`config.mk`:
```
export PLATFORM = sky130hd
export DESIGN_NAME = deskew_marker_gen
export DESIGN_NICKNAME = d
export VERILOG_FILES = /design/src/rtl/dmg_pkg.sv /design/src/rtl/dmg_sequencer.sv /design/src/rtl/dmg_marker_slice.sv /design/src/rtl/dmg_lane_out.sv /design/src/rtl/deskew_marker_gen.sv
export SDC_FILE = /design/constraint.sdc
export NUM_CORES = 1
export LEC_CHECK = 0
export ABC_AREA = 1
export CAP_MARGIN = 20
export CORE_AREA = 2 2 137 139
export CTS_CLUSTER_SIZE = 12
export DETAILED_ROUTE_END_ITERATION = 8
export DIE_AREA = 0 0 139 141
export GPL_TIMING_DRIVEN = 0
export PLACE_DENSITY = 0.69
export SYNTH_ARGS = -nofsm -noshare
export SYNTH_HDL_FRONTEND = slang
export SYNTH_SLANG_ARGS = --single-unit
```
`constraint.sdc`:
```
create_clock -name clk_i -period 2.9 [get_ports clk_i]
set_clock_uncertainty 0.05 [all_clocks]
set_input_delay 0.58 -clock clk_i [delete_from_list [all_inputs] [get_ports clk_i]]
set_output_delay 0.58 -clock clk_i [all_outputs]
set_load 0.05 [all_outputs]
```
`src/rtl/dmg_pkg.sv`:
```
package dmg_pkg;
  localparam int CHAR_W = 8;
  localparam logic [CHAR_W-1:0] IDLE_CHAR = 8'h07;
  localparam logic [CHAR_W-1:0] SYNC_CHAR = 8'hBC;

  typedef enum logic [1:0] {
    MODE_DATA = 2'd0,
    MODE_IDLE = 2'd1,
    MODE_MARK = 2'd2
  } lane_mode_e;
endpackage

```
`src/rtl/dmg_sequencer.sv`:
```
module dmg_sequencer
  import dmg_pkg::*;
#(
  parameter int PHASE_W      = 5,
  parameter int MARKER_BEATS = 4,
  parameter int GAP_W        = 8,
  localparam int BEAT_W      = $clog2(MARKER_BEATS)
) (
  input  logic               clk_i,
  input  logic               rst_ni,
  input  logic               gap_i,
  input  logic [GAP_W-1:0]   gap_left_i,
  output lane_mode_e         mode_o,
  output logic [BEAT_W-1:0]  cur_beat_o,
  output logic [BEAT_W-1:0]  beat_q_o,
  output logic [PHASE_W-1:0] phase_q_o
);
  localparam logic [BEAT_W-1:0] LAST_BEAT = BEAT_W'(MARKER_BEATS - 1);

  logic [BEAT_W-1:0]  beat_q, beat_d, cur_beat;
  logic [PHASE_W-1:0] phase_q, phase_d;
  lane_mode_e         mode;

  always_comb begin
    cur_beat = '0;
    if (beat_q != '0) begin
      mode     = MODE_MARK;
      cur_beat = beat_q;
    end else if (gap_i && (gap_left_i >= GAP_W'(MARKER_BEATS))) begin
      mode = MODE_MARK;
    end else if (gap_i) begin
      mode = MODE_IDLE;
    end else begin
      mode = MODE_DATA;
    end
  end

  always_comb begin
    beat_d  = '0;
    phase_d = phase_q;
    if (mode == MODE_MARK) begin
      if (cur_beat == LAST_BEAT) begin
        phase_d = phase_q + PHASE_W'(1);
      end else begin
        beat_d = cur_beat + BEAT_W'(1);
      end
    end
  end

  always_ff @(posedge clk_i or negedge rst_ni) begin
    if (!rst_ni) begin
      beat_q  <= '0;
      phase_q <= '0;
    end else begin
      beat_q  <= beat_d;
      phase_q <= phase_d;
    end
  end

  assign mode_o     = mode;
  assign cur_beat_o = cur_beat;
  assign beat_q_o   = beat_q;
  assign phase_q_o  = phase_q;
endmodule

```
`src/rtl/dmg_marker_slice.sv`:
```
module dmg_marker_slice
  import dmg_pkg::*;
#(
  parameter int PHASE_W      = 5,
  parameter int MARKER_BEATS = 4,
  parameter int LANE_W       = 16,
  localparam int BEAT_W      = $clog2(MARKER_BEATS),
  localparam int CPL         = LANE_W / CHAR_W,
  localparam int MCHARS      = MARKER_BEATS * CPL
) (
  input  logic [PHASE_W-1:0] phase_i,
  input  logic [BEAT_W-1:0]  beat_i,
  output logic [LANE_W-1:0]  slice_o
);
  logic [MCHARS*CHAR_W-1:0] marker;

  // Leading characters carry the phase MSB first; the rest are idle.
  for (genvar c = 0; c < MCHARS; c++) begin : g_char
    if (c < PHASE_W) begin : g_code
      assign marker[c*CHAR_W +: CHAR_W] = phase_i[PHASE_W-1-c] ? SYNC_CHAR : IDLE_CHAR;
    end else begin : g_fill
      assign marker[c*CHAR_W +: CHAR_W] = IDLE_CHAR;
    end
  end

  assign slice_o = marker[beat_i*LANE_W +: LANE_W];
endmodule

```
`src/rtl/dmg_lane_out.sv`:
```
module dmg_lane_out
  import dmg_pkg::*;
#(
  parameter int LANE_W = 16,
  localparam int CPL   = LANE_W / CHAR_W
) (
  input  logic              clk_i,
  input  logic              rst_ni,
  input  lane_mode_e        mode_i,
  input  logic [LANE_W-1:0] data_i,
  input  logic [LANE_W-1:0] marker_i,
  output logic [LANE_W-1:0] slice_o,
  output logic [CPL-1:0]    ctrl_o
);
  always_ff @(posedge clk_i or negedge rst_ni) begin
    if (!rst_ni) begin
      slice_o <= {CPL{IDLE_CHAR}};
      ctrl_o  <= '1;
    end else begin
      unique case (mode_i)
        MODE_DATA: begin
          slice_o <= data_i;
          ctrl_o  <= '0;
        end
        MODE_MARK: begin
          slice_o <= marker_i;
          ctrl_o  <= '1;
        end
        default: begin
          slice_o <= {CPL{IDLE_CHAR}};
          ctrl_o  <= '1;
        end
      endcase
    end
  end
endmodule

```
`src/rtl/deskew_marker_gen.sv`:
```
module deskew_marker_gen
  import dmg_pkg::*;
#(
  parameter int NUM_LANES    = 10,
  parameter int LANE_W       = 16,
  parameter int GAP_W        = 8,
  parameter int MARKER_BEATS = 4,
  parameter int PHASE_W      = 5,
  localparam int WORD_W      = NUM_LANES * LANE_W,
  localparam int CPL         = LANE_W / CHAR_W,
  localparam int BEAT_W      = $clog2(MARKER_BEATS)
) (
  input  logic                     clk_i,
  input  logic                     rst_ni,
  input  logic [WORD_W-1:0]        data_i,
  input  logic                     gap_i,
  input  logic [GAP_W-1:0]         gap_left_i,
  output logic [WORD_W-1:0]        lane_data_o,
  output logic [NUM_LANES*CPL-1:0] lane_ctrl_o
);
  lane_mode_e         mode;
  logic [BEAT_W-1:0]  cur_beat, beat_q;
  logic [PHASE_W-1:0] phase_q;
  logic [LANE_W-1:0]  marker_slice;

  dmg_sequencer #(
    .PHASE_W(PHASE_W), .MARKER_BEATS(MARKER_BEATS), .GAP_W(GAP_W)
  ) u_seq (
    .clk_i, .rst_ni, .gap_i, .gap_left_i,
    .mode_o(mode), .cur_beat_o(cur_beat), .beat_q_o(beat_q), .phase_q_o(phase_q)
  );

  dmg_marker_slice #(
    .PHASE_W(PHASE_W), .MARKER_BEATS(MARKER_BEATS), .LANE_W(LANE_W)
  ) u_mark (
    .phase_i(phase_q), .beat_i(cur_beat), .slice_o(marker_slice)
  );

  // One shared marker slice feeds every lane so all lanes stay aligned.
  for (genvar k = 0; k < NUM_LANES; k++) begin : g_lane
    dmg_lane_out #(.LANE_W(LANE_W)) u_lane (
      .clk_i, .rst_ni,
      .mode_i(mode),
      .data_i(data_i[k*LANE_W +: LANE_W]),
      .marker_i(marker_slice),
      .slice_o(lane_data_o[k*LANE_W +: LANE_W]),
      .ctrl_o(lane_ctrl_o[k*CPL +: CPL])
    );
  end
endmodule

```
; Yosys cells after proc, flatten, opt, wreduce, memory -nomap -nowiden
; Cells that the tools add are included.
[classes]
magnitude_cmp = 1
mux = 22
n_reduce_logical = 4
n_eq_ne = 2
n_addsub = 2
n_shift = 1
[op_table]
columns = cell, n
row1 = one-hot mux 16 bit (2 select lines), 10
row2 = variable part select 64 x 7 -> 16 bit, 1
row3 = 2-to-1 mux 8 bit, 5
row4 = 2-to-1 mux 2 bit, 6
row5 = "greater-or-equal comparator 8 x 3 -> 1 bit, second input constant", 1
row6 = "adder 5 x 1 -> 5 bit, second input constant", 1
row7 = "== test 2 bit, second input constant", 2
row8 = "adder 2 x 1 -> 2 bit, second input constant", 1
row9 = logical NOT 2 bit, 1
row10 = AND reduction 2 bit, 1
row11 = nonzero test 2 bit, 1
row12 = logical AND 1 bit, 1
row13 = 2-to-1 mux 1 bit, 1
[word_totals]
output_inout_bits = 180
in_bits = 171
regBits = 169
wordCells = 45

; Logic depth before layout (Yosys ltp)
[depth]
depth_word = 6
depth_mapped = 10

; Hierarchy
; From an unflattened synthesis, not the netlist that was laid out.
[hier_totals]
cells_unflattened = 812
hier_area_um2 = 8225.4
[by_module_without_submodules]
columns = mod, cells_per_inst, n_inst, seq_area_each_um2, area_per_inst_um2
row1 = dmg_lane_out, 74, 10, 434.2, 769.5
row2 = dmg_sequencer, 40, 1, 175.2, 357.8
row3 = dmg_marker_slice, 32, 1, 0.0, 172.7

; Worst setup path after synthesis
; No wires, ideal clock.
[synth_timing]
path_kind = register to output
startpoint = register g_lane[3].u_lane.ctrl_o[0] (netlist name)
endpoint = output port lane_ctrl_o[10]
stages_incl_launch_ff = 2
t_arrival_ps = 1105
path_slack_ps = 1165
required_ps = 2270
n_path_buf = 1
path_cell_list = dfstp_2 buf_4
[synth_rtl]
columns = item, line
row1 = "end, declared", deskew_marker_gen.sv:19  ; output logic [NUM_LANES*CPL-1:0] lane_ctrl_o

==> implementation parameters <==
Parameter                              Value

Status
  Run status ... complete, no violations

Setup path
  Slowest stage cell, crit path ... sky130_fd_sc_hd__clkdlybuf4s50_1
  Largest fanout on the critical path ... 20
  Category of the worst setup path launch point ... flip-flop
  Worst setup path start ... g_lane[3].u_lane.ctrl_o[0]
  Startpoint of the most critical register-to-register path ... u_seq.beat_q_o[0]
  Largest incremental delay on the critical path ... 0.82 ns
  Worst path required time ... 2.27 ns
  Family with the most delay on the worst path ... buffers and inverters
  Type of the setup path with the least slack ... flip-flop to primary output
  Crit path buf inv count ... 2
  CP Capture Type ... primary output
  Arrival time reported for the critical path endpoint ... 2.13 ns
  Critical path cell sequence ... buf_4, clkdlybuf4s50_1

Synth
  Adder-Cell Fraction of Synth Area ... 0.006139
  Post-synthesis mux area share ... 0
  Fraction of the yosys area taken by sequential cells ... 0.7000
  Average cell area after synthesis ... 10.77 µm²
  Register bit count reported by yosys ... 168
  Number of distinct library cell variants in the gate-level netlist after synthesis ... 23
  Top-area cell type share of the netlist area ... 0.4379
  Library cell with the highest instance count after synthesis ... sky130_fd_sc_hd__nand2_1
  Count of flip-flops with a built-in enable after synthesis ... 0
  Cell type with the largest total area after synthesis ... sky130_fd_sc_hd__dfrtp_1
  Post-synthesis instance total ... 568
  Cell area after synthesis ... 0.006115 mm²
  Simple-gate portion of the synthesized area ... 0.2081
  Top flip-flop cell by instance count after synthesis ... sky130_fd_sc_hd__dfrtp_1
  Yosys synthesis warning count ... 0
  Commonest cells in the synthesized netlist ... sky130_fd_sc_hd__nand2_1 (234), sky130_fd_sc_hd__dfrtp_1 (107), sky130_fd_sc_hd__dfstp_2 (61)
  Synthesized net count ... 742
  Top cells by area in the synthesized netlist ... sky130_fd_sc_hd__dfrtp_1 (44%), sky130_fd_sc_hd__dfstp_2 (26%), sky130_fd_sc_hd__nand2_1 (14%), sky130_fd_sc_hd__buf_4 (2.8%), sky130_fd_sc_hd__nand3_1 (2.0%)
  Synthesized-area fraction occupied by ao, oa, aoi and oai cells ... 0.001637
  Asr flop ratio synth ... 1.000
  Parity-gate share of the synthesized area counting xor and xnor cells ... 0.005729
  Combinational family with the most area after synthesis ... simple AND/OR/NAND/NOR gates

Timing
  Worst-margin pin slew ... 0.6396 ns
  Period utilization ... 0.9505
  Post-route minimum period ... 2.756 ns
  Number of pins with negative max-slew slack in the final report ... 0
  Max Clk Rate ... 362.8 MHz
  Number of failing hold endpoints at the final stage ... 0
  Setup Viol. Count Final ... 0
  Tightest slew margin relative to the limit ... 0.5736
  RSZ-0062 raised after global routing ... no

Pwr
  Register share of total power ... 0.287
  Power per cell area ... 1259 mW/mm²
  Int Pwr ... 6.959 mW
  Switching power summed over all nets ... 6.218 mW
  Worst IR drop on VDD ... 625.7 µV
  Fraction of power consumed by combinational cells ... 0.553
  Reported leakage power ... 4.863 nW
  Part of the power in the clock network ... 0.160
  Total design power ... 13.18 mW
  Proportion of total power due to net switching ... 0.4719

Final layout
  Share of post-route cells with drive strength above 1 ... 0.1560
  Final-layout fill cell count ... 1598
  Final #Nets ... 1110
  Area added between synthesis and finish ... 71.21%
  Antenna diode instance count ... 0
  Non-filler cells in the finished layout ... 1183

Worst hold path
  Worst min-delay path category ... input port to asynchronous set/reset pin

Floorplan
  Core area ... 0.01827 mm²
  Overall die width ... 139 µm
  Starting density of the core ... 0.3347
  IO Count ... 351
  Vertical die dimension ... 141 µm
  Overall die area ... 0.01960 mm²
  Placement row count ... 50

Detailed routing
  Detailed-route via count ... 4968
  DRC marker count from the first detailed-route iteration ... 212
  Number of search-and-repair iterations in the first detailed-routing pass ... 5
  Detail Route Antenna Nets ... 0
  Average wire length per cell after detail routing ... 15.93 µm
  Number of vias per cell ... 4.199
  Final routed DRC violation total ... 0
  Wire length after detailed routing ... 18.85 mm

Global route
  Total global routing overflow ... 0
  Number of global-route vias before repair ... 5062
  Wire length of the first global-routing pass ... 28.88 mm
  Global router's overall resource usage ... 0.1940
  Pin count of the biggest net entering global routing ... 87
  Initial antenna violation count ... 0

Clock tree
  Hold-fix buffers, CTS ... 0
  Post-CTS clock slew at the launch and capture registers of the worst setup and hold paths ... 0.06 ns
  Root Driver ... sky130_fd_sc_hd__clkbuf_16
  CTS HTree Levels ... 4
  Clock insertion delay at the later pin of the skew report ... 0.43 ns
  Num Clock Sinks ... 168
  CTS Buf Count ... 17
  Number of buffers inserted by post-CTS setup repair ... 0
  Count of cells resized by post-cts repair ... 0
  CTS tree ... done
  Maximum root-to-sink buffer count ... 2

Place
  Total of buffers placed on input and output ports ... 348
  Dpl cells ... 1151
  Final Wtd Congestion ... 0.7744
  Sum of net half-perimeters after detailed placement ... 14.21 mm

Flow run
  Maxcap violations ... 0
[power by group through the flow]
stage | Combinational (mW) | Clock (mW) | Sequential [mW]
6_report | 7.29 | 2.11 | 3.78
5_1_grt | 7.70 | 2.26 | 3.88
4_1_cts | 7.40 | 2.16 | 3.79
3_5_place_dp | 7.38 | 0 | 3.83
3_3_place_gp | 7.29 | 0 | 3.80
2_1_floorplan | 1.85 | 0 | 6.83
[sequential cells by signal, indices dropped and copies added (netlist names)]
signal                 flops
g_lane.u_lane.slice_o    160
u_seq.beat_q_o             2
u_seq.phase_q_o            5
g_lane.u_lane.ctrl_o       1
[worst paths after layout]
| check | end | slack [ns] | cells past startpoint |
|---|---|---|---|
| setup / recovery | lane_ctrl_o[4] | 0.14 | 2 |
| hold / removal | g_lane[5].u_lane.slice_o[6] | 0.07 | 1 |
| setup reg to reg | g_lane[1].u_lane.slice_o[11] | 1.08 | 8 |
| hold reg to reg | u_seq.phase_q_o[3] | 0.45 | 1 |
| max in group asynchronous | g_lane[8].u_lane.slice_o[2] | 1.86 | 2 |
| min in group clk_i | u_seq.phase_q_o[3] | 0.45 | 1 |
[cells in the final DEF (no fill, tap or decap)]
cell                                n
sky130_fd_sc_hd__clkdlybuf4s50_1  347
sky130_fd_sc_hd__nand2_1          234
sky130_fd_sc_hd__dfrtp_1          107
sky130_fd_sc_hd__dfstp_2           61
sky130_fd_sc_hd__inv_1             31
sky130_fd_sc_hd__nand3_1           24
sky130_fd_sc_hd__buf_4             23
sky130_fd_sc_hd__nor2_1            22
sky130_fd_sc_hd__or2_1             19
sky130_fd_sc_hd__clkbuf_16         17
sky130_fd_sc_hd__buf_2             14
sky130_fd_sc_hd__buf_6              8
sky130_fd_sc_hd__clkbuf_1           4
sky130_fd_sc_hd__clkinvlp_4         4
sky130_fd_sc_hd__clkinv_4           4
sky130_fd_sc_hd__inv_2              3
sky130_fd_sc_hd__nand4_1            3
sky130_fd_sc_hd__xor2_1             3
sky130_fd_sc_hd__ha_1               3
sky130_fd_sc_hd__clkinv_2           3
sky130_fd_sc_hd__or2_2              2
sky130_fd_sc_hd__inv_6              2
sky130_fd_sc_hd__inv_8              2
sky130_fd_sc_hd__nor2_4             1
sky130_fd_sc_hd__nand3_2            1
sky130_fd_sc_hd__nand3b_4           1
sky130_fd_sc_hd__buf_1              1
sky130_fd_sc_hd__a21oi_1            1
sky130_fd_sc_hd__xnor2_1            1
sky130_fd_sc_hd__o21ai_0            1
sky130_fd_sc_hd__buf_8              1
sky130_fd_sc_hd__buf_16             1
[metal layers]
layer / GRT usage / wire [µm] / vias to the layer above
met2: 0.3360 / 9605 / 220
met4: 0.06114 / 332 / 0
li1: - / - / 2421
met3: 0.05978 / 1330 / 24
met1: 0.2325 / 7581 / 2303
met5: 0 / 0 / -
[worst reg2reg max path, cell delays in order (launching register included)]
cell	delay (ns)
sky130_fd_sc_hd__dfrtp_1	0.44
sky130_fd_sc_hd__inv_2	0.09
sky130_fd_sc_hd__ha_1	0.19
sky130_fd_sc_hd__inv_2	0.08
sky130_fd_sc_hd__nor2_4	0.11
sky130_fd_sc_hd__buf_2	0.32
sky130_fd_sc_hd__buf_2	0.28
sky130_fd_sc_hd__nand2_1	0.12
sky130_fd_sc_hd__nand2_1	0.08
[layout make-up]
type                       count  area (µm²)  area share
multi-input combinational    316        1355      0.1294
tap                          234       292.8     0.02797
clock buffer                  17       425.4     0.04064
clock inverter                15       120.1     0.01147
buffer                        50       351.6     0.03358
inverter                      34       127.6     0.01219
timing repair buffer         349        3516      0.3358
sequential                   168        4280      0.4089
[metrics by stage]
| step | instance area [µm²] | TNS (ns) | hold slack, ns | utilization | worst slack (ns) |
|---|---|---|---|---|---|
| 6_report | 10470 | 0 | 0.07206 | 0.5731 | 0.1436 |
| 5_1_grt | 10470 | 0 | 0.1197 | 0.5731 | 0.05918 |
| 4_1_cts | 10470 | 0 | 0.1058 | 0.5731 | 0.09655 |
| 3_5_place_dp | 9923 | 0 | 0.4384 | 0.5432 | 0.5601 |
| 3_3_place_gp | 9891 | -813.15 | 0.4382 | 0.5414 | -5.621 |
| 2_1_floorplan | 6115 | 0 | 0.2344 | - | 1.165 |
[cell families (layout without fill, tap and decap cells)]
logic type | Yosys count | after routing
XOR/XNOR | 4 | 4
AND/OR/NAND/NOR | 307 | 307
flip-flops | 168 | 168
buffers and inverters | 84 | 465
adder cells (fa/ha/maj) | 3 | 3
AO/OA/AOI/OAI | 2 | 2
Power figures use the tool's default switching activity.
